==> config.mk <==
export PLATFORM = sky130hd
export DESIGN_NAME = seg_reloc_unit
export DESIGN_NICKNAME = d
export VERILOG_FILES = /design/src/rtl/seg_reloc_pkg.sv /design/src/rtl/seg_regbank.sv /design/src/rtl/seg_access_check.sv /design/src/rtl/seg_status_reg.sv /design/src/rtl/seg_reloc_unit.sv
export SDC_FILE = /design/constraint.sdc
export NUM_CORES = 2
export LEC_CHECK = 0
export ABC_AREA = 1
export BUFFER_PORTS_ARGS = -buffer_cell sky130_fd_sc_hd__buf_2
export CAP_MARGIN = 20
export CORE_UTILIZATION = 45
export DETAILED_ROUTE_END_ITERATION = 8
export GPL_ROUTABILITY_DRIVEN = 0
export SLEW_MARGIN = 10
export SYNTH_ARGS = -nofsm -noshare
export SYNTH_HDL_FRONTEND = slang
export SYNTH_SLANG_ARGS = --single-unit
==> constraint.sdc <==
create_clock -name clk -period 10.8 [get_ports clk]
set_clock_uncertainty 0.2 [all_clocks]
set_input_delay 3.24 -clock clk [delete_from_list [all_inputs] [get_ports clk]]
set_output_delay 3.24 -clock clk [all_outputs]
set_load 0.02 [all_outputs]
==> src/rtl/seg_reloc_pkg.sv <==
package seg_reloc_pkg;
  localparam int VA_W    = 16;
  localparam int SEG_W   = 3;
  localparam int OFF_W   = 6;
  localparam int BLK_W   = VA_W - SEG_W - OFF_W;
  localparam int BASE_W  = 16;
  localparam int PA_W    = BASE_W + OFF_W;
  localparam int WORD_W  = 16;
  localparam int SEGS    = 1 << SEG_W;
  localparam int MODES   = 3;
  localparam int SLOT_W  = 2;
  localparam int ENTRIES = MODES * 2 * SEGS;
  localparam int IDX_W   = SLOT_W + 1 + SEG_W;

  // descriptor fields
  localparam int DSC_LIM_LSB = 8;
  localparam int DSC_TRAPPED = 7;
  localparam int DSC_WRITTEN = 6;
  localparam int DSC_DOWN    = 3;
  localparam logic [WORD_W-1:0] DSC_WMASK = 16'h7F0F;

  // status fields
  localparam int ST_NR       = 15;
  localparam int ST_LEN      = 14;
  localparam int ST_RO       = 13;
  localparam int ST_TRP      = 12;
  localparam int ST_TEN      = 9;
  localparam int ST_MODE_LSB = 5;
  localparam int ST_DSP      = 4;
  localparam int ST_SEG_LSB  = 1;
  localparam int ST_EN       = 0;
  localparam logic [WORD_W-1:0] ST_WMASK = 16'hF27F;

  typedef enum logic [1:0] {
    MODE_KERN = 2'b00, MODE_SUPV = 2'b01, MODE_BAD = 2'b10, MODE_USER = 2'b11
  } cpu_mode_e;

  typedef struct packed {
    logic nonres;
    logic rdonly;
    logic trap;
  } verdict_t;

  function automatic logic [PA_W-1:0] phys_of(logic [BASE_W-1:0] base,
                                              logic [VA_W-1:0] va);
    return {base, {OFF_W{1'b0}}} + PA_W'(va[VA_W-SEG_W-1:0]);
  endfunction

  function automatic logic len_bad(logic down, logic [BLK_W-1:0] lim,
                                   logic [BLK_W-1:0] blk);
    return down ? (blk < lim) : (blk > lim);
  endfunction

  function automatic verdict_t judge(logic [2:0] code, logic wr);
    verdict_t v;
    v = '0;
    case (code)
      3'd1:    begin v.rdonly = wr; v.trap = ~wr; end
      3'd2:    v.rdonly = wr;
      3'd4:    v.trap = 1'b1;
      3'd5:    v.trap = wr;
      3'd6:    v = '0;
      default: v.nonres = 1'b1;
    endcase
    return v;
  endfunction

  function automatic logic [SLOT_W-1:0] mode_slot(logic [1:0] m);
    case (m)
      MODE_KERN: return 2'd0;
      MODE_SUPV: return 2'd1;
      MODE_USER: return 2'd2;
      default:   return 2'd3;
    endcase
  endfunction

  function automatic logic [IDX_W-1:0] entry_of(logic [SLOT_W-1:0] slot, logic dsp,
                                                logic [SEG_W-1:0] seg);
    return {slot, dsp, seg};
  endfunction
endpackage

==> src/rtl/seg_regbank.sv <==
module seg_regbank
  import seg_reloc_pkg::*;
(
  input  logic              clk,
  input  logic              rst_n,
  input  logic              cfg_we,
  input  logic              cfg_desc,
  input  logic [IDX_W-1:0]  cfg_idx,
  input  logic [WORD_W-1:0] cfg_wdata,
  output logic [WORD_W-1:0] rd_data,
  input  logic [IDX_W-1:0]  lk_idx,
  output logic [BASE_W-1:0] lk_base,
  output logic [WORD_W-1:0] lk_desc,
  input  logic              mark_wr,
  input  logic              mark_tr,
  input  logic [IDX_W-1:0]  mark_idx
);
  logic [BASE_W-1:0] base_q [ENTRIES];
  logic [WORD_W-1:0] desc_q [ENTRIES];
  logic [IDX_W-1:0]  chk_idx_q;
  logic              cfg_hits_mark;

  assign cfg_hits_mark = cfg_we && cfg_desc && (cfg_idx == mark_idx);

  always_ff @(posedge clk) begin
    if (!rst_n) begin
      for (int i = 0; i < ENTRIES; i++) begin
        base_q[i] <= '0;
        desc_q[i] <= '0;
      end
      chk_idx_q <= '0;
    end else begin
      chk_idx_q <= mark_idx;
      for (int i = 0; i < ENTRIES; i++) begin
        if (cfg_we && cfg_idx == IDX_W'(i)) begin
          if (cfg_desc) desc_q[i] <= cfg_wdata & DSC_WMASK;
          else          base_q[i] <= BASE_W'(cfg_wdata);
        end else if (mark_idx == IDX_W'(i)) begin
          desc_q[i][DSC_WRITTEN] <= desc_q[i][DSC_WRITTEN] | mark_wr;
          desc_q[i][DSC_TRAPPED] <= desc_q[i][DSC_TRAPPED] | mark_tr;
        end
      end
    end
  end

  always_comb begin
    rd_data = '0;
    if (int'(cfg_idx) < ENTRIES)
      rd_data = cfg_desc ? desc_q[cfg_idx] : WORD_W'(base_q[cfg_idx]);
  end

  assign lk_base = (int'(lk_idx) < ENTRIES) ? base_q[lk_idx] : '0;
  assign lk_desc = (int'(lk_idx) < ENTRIES) ? desc_q[lk_idx] : '0;

  AST_DIRTY_SET: assert property (@(posedge clk) disable iff (!rst_n)
    mark_wr && !cfg_hits_mark |=> desc_q[chk_idx_q][DSC_WRITTEN]);
  AST_TRAPPED_SET: assert property (@(posedge clk) disable iff (!rst_n)
    mark_tr && !cfg_hits_mark |=> desc_q[chk_idx_q][DSC_TRAPPED]);
endmodule

==> src/rtl/seg_access_check.sv <==
module seg_access_check
  import seg_reloc_pkg::*;
(
  input  logic             clk,
  input  logic             rst_n,
  input  logic             chk_en,
  input  logic             slot_ok,
  input  logic [BLK_W-1:0] lim,
  input  logic             down,
  input  logic [2:0]       code,
  input  logic [BLK_W-1:0] blk,
  input  logic             is_write,
  output logic             nonres,
  output logic             len_flt,
  output logic             ro_flt,
  output logic             trap_hit,
  output logic             abort
);
  verdict_t v;

  always_comb begin
    v        = judge(code, is_write);
    nonres   = ~slot_ok | v.nonres;
    len_flt  = slot_ok & len_bad(down, lim, blk);
    ro_flt   = slot_ok & v.rdonly;
    abort    = nonres | len_flt | ro_flt;
    trap_hit = ~abort & v.trap;
  end

  AST_LEN_WINDOW: assert property (@(posedge clk) disable iff (!rst_n)
    chk_en && !abort |-> (down ? (blk >= lim) : (blk <= lim)));
  AST_OPEN_CODE: assert property (@(posedge clk) disable iff (!rst_n)
    chk_en && slot_ok && code == 3'd6 && !len_flt |-> !abort && !trap_hit);
  AST_WRITE_GUARD: assert property (@(posedge clk) disable iff (!rst_n)
    chk_en && is_write && (code == 3'd1 || code == 3'd2) |-> abort);
endmodule

==> src/rtl/seg_status_reg.sv <==
module seg_status_reg
  import seg_reloc_pkg::*;
(
  input  logic              clk,
  input  logic              rst_n,
  input  logic              we_stat,
  input  logic              we_split,
  input  logic [WORD_W-1:0] wdata,
  input  logic              ev,
  input  logic              ev_nonres,
  input  logic              ev_len,
  input  logic              ev_ro,
  input  logic              ev_trap,
  input  logic [1:0]        ev_mode,
  input  logic              ev_dsp,
  input  logic [SEG_W-1:0]  ev_seg,
  input  logic [VA_W-1:0]   ev_va,
  output logic [WORD_W-1:0] stat_q,
  output logic [VA_W-1:0]   fault_q,
  output logic [2:0]        split_q
);
  logic frozen, ev_abort;

  assign frozen   = |stat_q[ST_NR:ST_RO];
  assign ev_abort = ev && (ev_nonres || ev_len || ev_ro);

  always_ff @(posedge clk) begin
    if (!rst_n) begin
      stat_q  <= '0;
      fault_q <= '0;
      split_q <= '0;
    end else begin
      if (we_split) split_q <= wdata[2:0];
      if (we_stat) begin
        stat_q <= wdata & ST_WMASK;
      end else if (ev) begin
        stat_q[ST_NR]  <= stat_q[ST_NR]  | ev_nonres;
        stat_q[ST_LEN] <= stat_q[ST_LEN] | ev_len;
        stat_q[ST_RO]  <= stat_q[ST_RO]  | ev_ro;
        stat_q[ST_TRP] <= stat_q[ST_TRP] | ev_trap;
        if (ev_abort && !frozen) begin
          stat_q[ST_MODE_LSB+1:ST_MODE_LSB] <= ev_mode;
          stat_q[ST_DSP]                    <= ev_dsp;
          stat_q[ST_SEG_LSB+SEG_W-1:ST_SEG_LSB] <= ev_seg;
          fault_q <= ev_va;
        end
      end
    end
  end

  AST_HOLD_WHEN_FROZEN: assert property (@(posedge clk) disable iff (!rst_n)
    frozen && !we_stat |=> $stable(stat_q[7:1]) && $stable(fault_q));
  AST_CAPTURE_VA: assert property (@(posedge clk) disable iff (!rst_n)
    ev_abort && !frozen && !we_stat |=> fault_q == $past(ev_va));
endmodule

==> src/rtl/seg_reloc_unit.sv <==
module seg_reloc_unit
  import seg_reloc_pkg::*;
(
  input  logic              clk,
  input  logic              rst_n,
  input  logic              cfg_we,
  input  logic [7:0]        cfg_addr,
  input  logic [WORD_W-1:0] cfg_wdata,
  output logic [WORD_W-1:0] cfg_rdata,
  input  logic              acc_valid,
  input  logic [VA_W-1:0]   acc_va,
  input  logic              acc_write,
  input  logic [1:0]        acc_mode,
  input  logic              acc_ifetch,
  input  logic              acc_vector,
  output logic [PA_W-1:0]   phys_addr,
  output logic              acc_abort,
  output logic              acc_trap
);
  logic [WORD_W-1:0] stat_q, bank_rd, lk_desc;
  logic [VA_W-1:0]   fault_q;
  logic [2:0]        split_q;
  logic [BASE_W-1:0] lk_base;
  logic              reloc_on, active, ctl_sel, bank_we, cfg_slot_ok;
  logic [1:0]        eff_mode;
  logic [SLOT_W-1:0] slot, cfg_slot;
  logic              slot_ok, split_bit, use_d;
  logic [SEG_W-1:0]  seg;
  logic [IDX_W-1:0]  lk_idx, cfg_idx;
  logic              nonres, len_flt, ro_flt, trap_hit, chk_abort;
  logic              mark_en;
  logic              unused_desc_bits;

  assign reloc_on = stat_q[ST_EN];
  assign active   = acc_valid & reloc_on;
  assign eff_mode = acc_vector ? MODE_KERN : acc_mode;
  assign slot     = mode_slot(eff_mode);
  assign slot_ok  = (slot != 2'd3);
  assign seg      = acc_va[VA_W-1:VA_W-SEG_W];

  always_comb begin
    case (eff_mode)
      MODE_KERN: split_bit = split_q[2];
      MODE_SUPV: split_bit = split_q[1];
      MODE_USER: split_bit = split_q[0];
      default:   split_bit = 1'b0;
    endcase
  end

  assign use_d  = acc_vector | (split_bit & ~acc_ifetch);
  assign lk_idx = slot_ok ? entry_of(slot, use_d, seg) : '0;

  // register port decode
  assign ctl_sel     = cfg_addr[7];
  assign cfg_slot    = mode_slot(cfg_addr[5:4]);
  assign cfg_slot_ok = (cfg_slot != 2'd3);
  assign cfg_idx     = cfg_slot_ok ? entry_of(cfg_slot, cfg_addr[3], cfg_addr[2:0]) : '0;
  assign bank_we     = cfg_we & ~ctl_sel & cfg_slot_ok;

  always_comb begin
    cfg_rdata = '0;
    if (ctl_sel) begin
      case (cfg_addr[1:0])
        2'd0:    cfg_rdata = stat_q;
        2'd1:    cfg_rdata = WORD_W'(fault_q);
        2'd2:    cfg_rdata = WORD_W'(split_q);
        default: cfg_rdata = '0;
      endcase
    end else if (cfg_slot_ok) begin
      cfg_rdata = bank_rd;
    end
  end

  seg_regbank u_bank (
    .clk(clk), .rst_n(rst_n),
    .cfg_we(bank_we), .cfg_desc(cfg_addr[6]), .cfg_idx(cfg_idx), .cfg_wdata(cfg_wdata),
    .rd_data(bank_rd),
    .lk_idx(lk_idx), .lk_base(lk_base), .lk_desc(lk_desc),
    .mark_wr(mark_en & acc_write), .mark_tr(mark_en & trap_hit), .mark_idx(lk_idx)
  );

  seg_access_check u_chk (
    .clk(clk), .rst_n(rst_n), .chk_en(active), .slot_ok(slot_ok),
    .lim(lk_desc[DSC_LIM_LSB+BLK_W-1:DSC_LIM_LSB]), .down(lk_desc[DSC_DOWN]),
    .code(lk_desc[2:0]), .blk(acc_va[OFF_W+BLK_W-1:OFF_W]), .is_write(acc_write),
    .nonres(nonres), .len_flt(len_flt), .ro_flt(ro_flt), .trap_hit(trap_hit),
    .abort(chk_abort)
  );

  assign unused_desc_bits = ^{lk_desc[WORD_W-1], lk_desc[7:4]};
  assign mark_en = active & ~chk_abort;

  seg_status_reg u_stat (
    .clk(clk), .rst_n(rst_n),
    .we_stat(cfg_we & ctl_sel & (cfg_addr[1:0] == 2'd0)),
    .we_split(cfg_we & ctl_sel & (cfg_addr[1:0] == 2'd2)),
    .wdata(cfg_wdata),
    .ev(active), .ev_nonres(nonres), .ev_len(len_flt), .ev_ro(ro_flt),
    .ev_trap(trap_hit), .ev_mode(eff_mode), .ev_dsp(use_d), .ev_seg(seg), .ev_va(acc_va),
    .stat_q(stat_q), .fault_q(fault_q), .split_q(split_q)
  );

  assign phys_addr = active ? phys_of(lk_base, acc_va) : PA_W'(acc_va);
  assign acc_abort = active & chk_abort;
  assign acc_trap  = active & trap_hit & stat_q[ST_TEN];

  AST_BYPASS: assert property (@(posedge clk) disable iff (!rst_n)
    acc_valid && !reloc_on |-> phys_addr == PA_W'(acc_va) && !acc_abort && !acc_trap);
  AST_FLAG_EXCL: assert property (@(posedge clk) disable iff (!rst_n)
    !(acc_abort && acc_trap));
  AST_TRAP_GATED: assert property (@(posedge clk) disable iff (!rst_n)
    acc_trap |-> stat_q[ST_TEN]);
  AST_IDLE_NO_FAULT: assert property (@(posedge clk) disable iff (!rst_n)
    !acc_valid |-> !acc_abort && !acc_trap);
endmodule

==> run_results.csv <==
group,metric,value,unit
worst_setup_path,timing.rr.end,"u_bank.desc_q[13][4]",
status,status,"finished with violations",
grt,grt_max_degree,105,
min_path,hold_end,"u_stat.stat_q[4]",
layout,drive_above_1_share,14.7,%
cts,cts_tree,"done",
sta,finalCritPeriodShare,100,%
power_and_ir_drop,p_per_area,175,nW/µm²
routing,viasPerCell,7.01,
cts,cts_root_buf,"clkbuf_16",
layout,syn_to_final_growth,16.3,%
power_and_ir_drop,ir_worst_vdd,0.179,mV
worst_setup_path,reg2regPathDepth,25,
routing,vias,63198,
die,start_util,45.3,%
power_and_ir_drop,p_clk_share,39.1,%
sta,hold_viol,0,
logic_synthesis,synth_edf_count,1392,
power_and_ir_drop,p_int,10100,µW
die,rows,143,
grt,antenna_found_initial,14,
logic_synthesis,ys_types,63,
sta,drv_slew,0,
layout,nNetsFinal,6917,
power_and_ir_drop,p_sw_share,28.1,%
cts,clk_pin_slew,60,ps
logic_synthesis,synth_top_family_by_area,"compound AO/OA/AOI/OAI gates",
layout,fill_cells,13183,
flow_run,max-cap-violations,0,
place,dpl.hpwl,203000,µm
grt,grt_pass1_wl,425000,µm
sta,fmax,92.4,MHz
routing,final_antenna_net_count,0,
min_path,hold_path.class,"flip-flop to flip-flop",
logic_synthesis,synth_compound_area_share,19.5,%
worst_setup_path,path_class,"primary input to primary output",
worst_setup_path,crit_slowest_cell,"a221oi_1",
power_and_ir_drop,p_leak,0.0281,µW
sta,setup_ws,-20.3,ps
logic_synthesis,ys_warn_count,0,
worst_setup_path,critical_path_peak_fanout,15,
die,core_area,152000,µm²
layout,final_cell_count_no_fill,9017,
worst_setup_path,r2r_start,"u_stat.split_q[0]",
routing,drt-total-wl,310000,µm
routing,drc,5,
worst_setup_path,ff2ff_setup_slack,5480,ps
logic_synthesis,synth_area_per_cell,10.3,µm²
routing,dr.pass1.iters,9,
worst_setup_path,worst_ep_required_time,7360,ps
power_and_ir_drop,power_switching,3950,µW
die,die_area,155000,µm²
worst_setup_path,max_stage_delay,550,ps
power_and_ir_drop,power_frac_seq,46.7,%
logic_synthesis,synth-xor-area-share,0.102,%
status,failed_checks,"design-rule violations, negative setup slack",
worst_setup_path,worst_setup_path_end_kind,"primary output",
power_and_ir_drop,comb_power_share,14.2,%
logic_synthesis,synthMuxAreaShare,0,%
logic_synthesis,syn_area,68900,µm²
logic_synthesis,synth-simple-area-share,12.0,%
grt,grtUsageTotal,38.8,%
grt,overflow,0,
sta,rsz0062_at_grt,"yes",
worst_setup_path,cp-start-kind,"primary input",
worst_setup_path,critPathLaunch,"acc_vector",
die,io_pins,89,
routing,drt_first_iter_violations,13031,
place,io_buffers,88,
cts,clk_latency,840,ps
logic_synthesis,synth-async-reset-ratio,0,%
layout,final_cell_mix,"1392 x edfxtp_1, 1261 x nor2_1, 1106 x o22ai_1",
logic_synthesis,seq_area_frac_synth,61.6,%
die,die_height,393,µm
cts,clock-sinks,1423,
worst_setup_path,arrival,7380,ps
layout,layout_commonest_cell,"edfxtp_1",
sta,final.min_clock_period,10820,ps
power_and_ir_drop,power.total,14100,µW
cts,cts_made_buffers,155,
sta,setup_violations,1,
logic_synthesis,synth_fa_ha_area_share,0.283,%
sta,maxSlewHeadroom,15.6,%
die,fp.dieW,393,µm
logic_synthesis,ys_seq_elements,1423,
cts,clockBufferDepth,3,
cts,htree_levels,4,
min_path,holdPathStages,2,
sta,tightest_slew,1270,ps
routing,wl_per_cell,34.4,µm
grt,grt_pass1_vias,57430,
logic_synthesis,syn_nets,6777,
min_path,hp-start,"u_stat.stat_q[4]",
logic_synthesis,synth_cells,6713,
sta,tns,-20.3,ps
place,dp.cells,8707,
logic_synthesis,ys.flop_type,"edfxtp_1",
## synth_stat cells, types with 18 or more instances
cell type  instances  area, µm²
o22ai_1         1122       7020
inv_1            487       1830
nand2_1          472       1770
nand3b_1          42        315
a21oi_2           30        263
nand3_1          125        626
clkbuf_1         396       1490
a21oi_1          112        561
a221oi_1         216       1890
buf_1             70        263
nor2_1          1274       4780
nand4_1           80        500
o211ai_1          20        150
buf_2            121        606
edfxtp_1        1392      41800
buf_4             18        135
o21ai_0          488       2440
dfxtp_1           31        621
## worst max-delay path: cells and delay by family
family                   cells  cell delay, ps
buffers and inverters        8            1140
AND/OR/NAND/NOR             10            1080
AO/OA/AOI/OAI                8            1500
adder cells (fa/ha/maj)      1             370
## sequential cells by signal, summed over array words and instances, names as in the netlist
signal          count
u_stat.split_q      3
u_bank.base_q     768
u_bank.desc_q     624
u_stat.fault_q     16
u_stat.stat_q      12
## power by group through the flow
stage               Clock [µW]  Combinational, µW  Sequential (µW)
finish                    5500               2000             6570
global route              5650               2010             6590
CTS                       5460               1830             6560
detailed placement           0               1800             6670
global placement             0               1790             6660
floorplan                    0                915             6610
## kinds of logic (layout without fill, tap and decap cells)
kind of cell | Yosys count | in the layout
compound gates | 2125 | 2125
simple gates | 2032 | 2032
flops | 1423 | 1423
buf+inv | 1110 | 1375
fa+ha+maj | 15 | 15
xor+xnor | 8 | 8
other cells | 0 | 9
## metrics by stage
stage	worst slack (ps)	instance area [µm²]	hold WS [ps]	utilization (%)
floorplan	11.4	68900	245	-
global placement	-788	73900	268	48.7
detailed placement	-708	73900	282	48.7
CTS	-63.8	79300	293	52.2
global route	-55.2	80100	317	52.7
finish	-20.3	80100	291	52.7
## worst max-delay path by stage
stage,to
6_report,phys_addr[20]
5_1_grt,phys_addr[20]
4_1_cts,phys_addr[20]
3_5_place_dp,phys_addr[20]
3_3_place_gp,phys_addr[20]
2_1_floorplan,phys_addr[20]
## routing by layer
metal	GRT usage, %	vias to the layer above	wire (µm)
met5	0	-	214
met4	24.6	10	23800
met3	12.6	1349	51200
met2	55.6	6302	129000
met1	50.4	30239	106000
li1	-	25298	-
## area by class of cell
type / instances / area (µm²) / area share [%]
sequential: 1423 / 42400 / 52.9
multi-input combinational: 4180 / 22900 / 28.6
antenna: 9 / 22.5 / 0.0281
tap: 2030 / 2540 / 3.17
inverter: 496 / 1900 / 2.37
clock inverter: 93 / 1030 / 1.29
clock buffer: 189 / 4080 / 5.09
timing repair buffer: 597 / 5200 / 6.49
## repair_timing
action                     CTS  global route
cloned                       0             4
setup endpoints to repair   13            11
hold buffers                 0             0
gates resized for setup     40           138
pin swaps                    3            34
buffers inserted             0            16
Power figures use the tool's default switching activity.
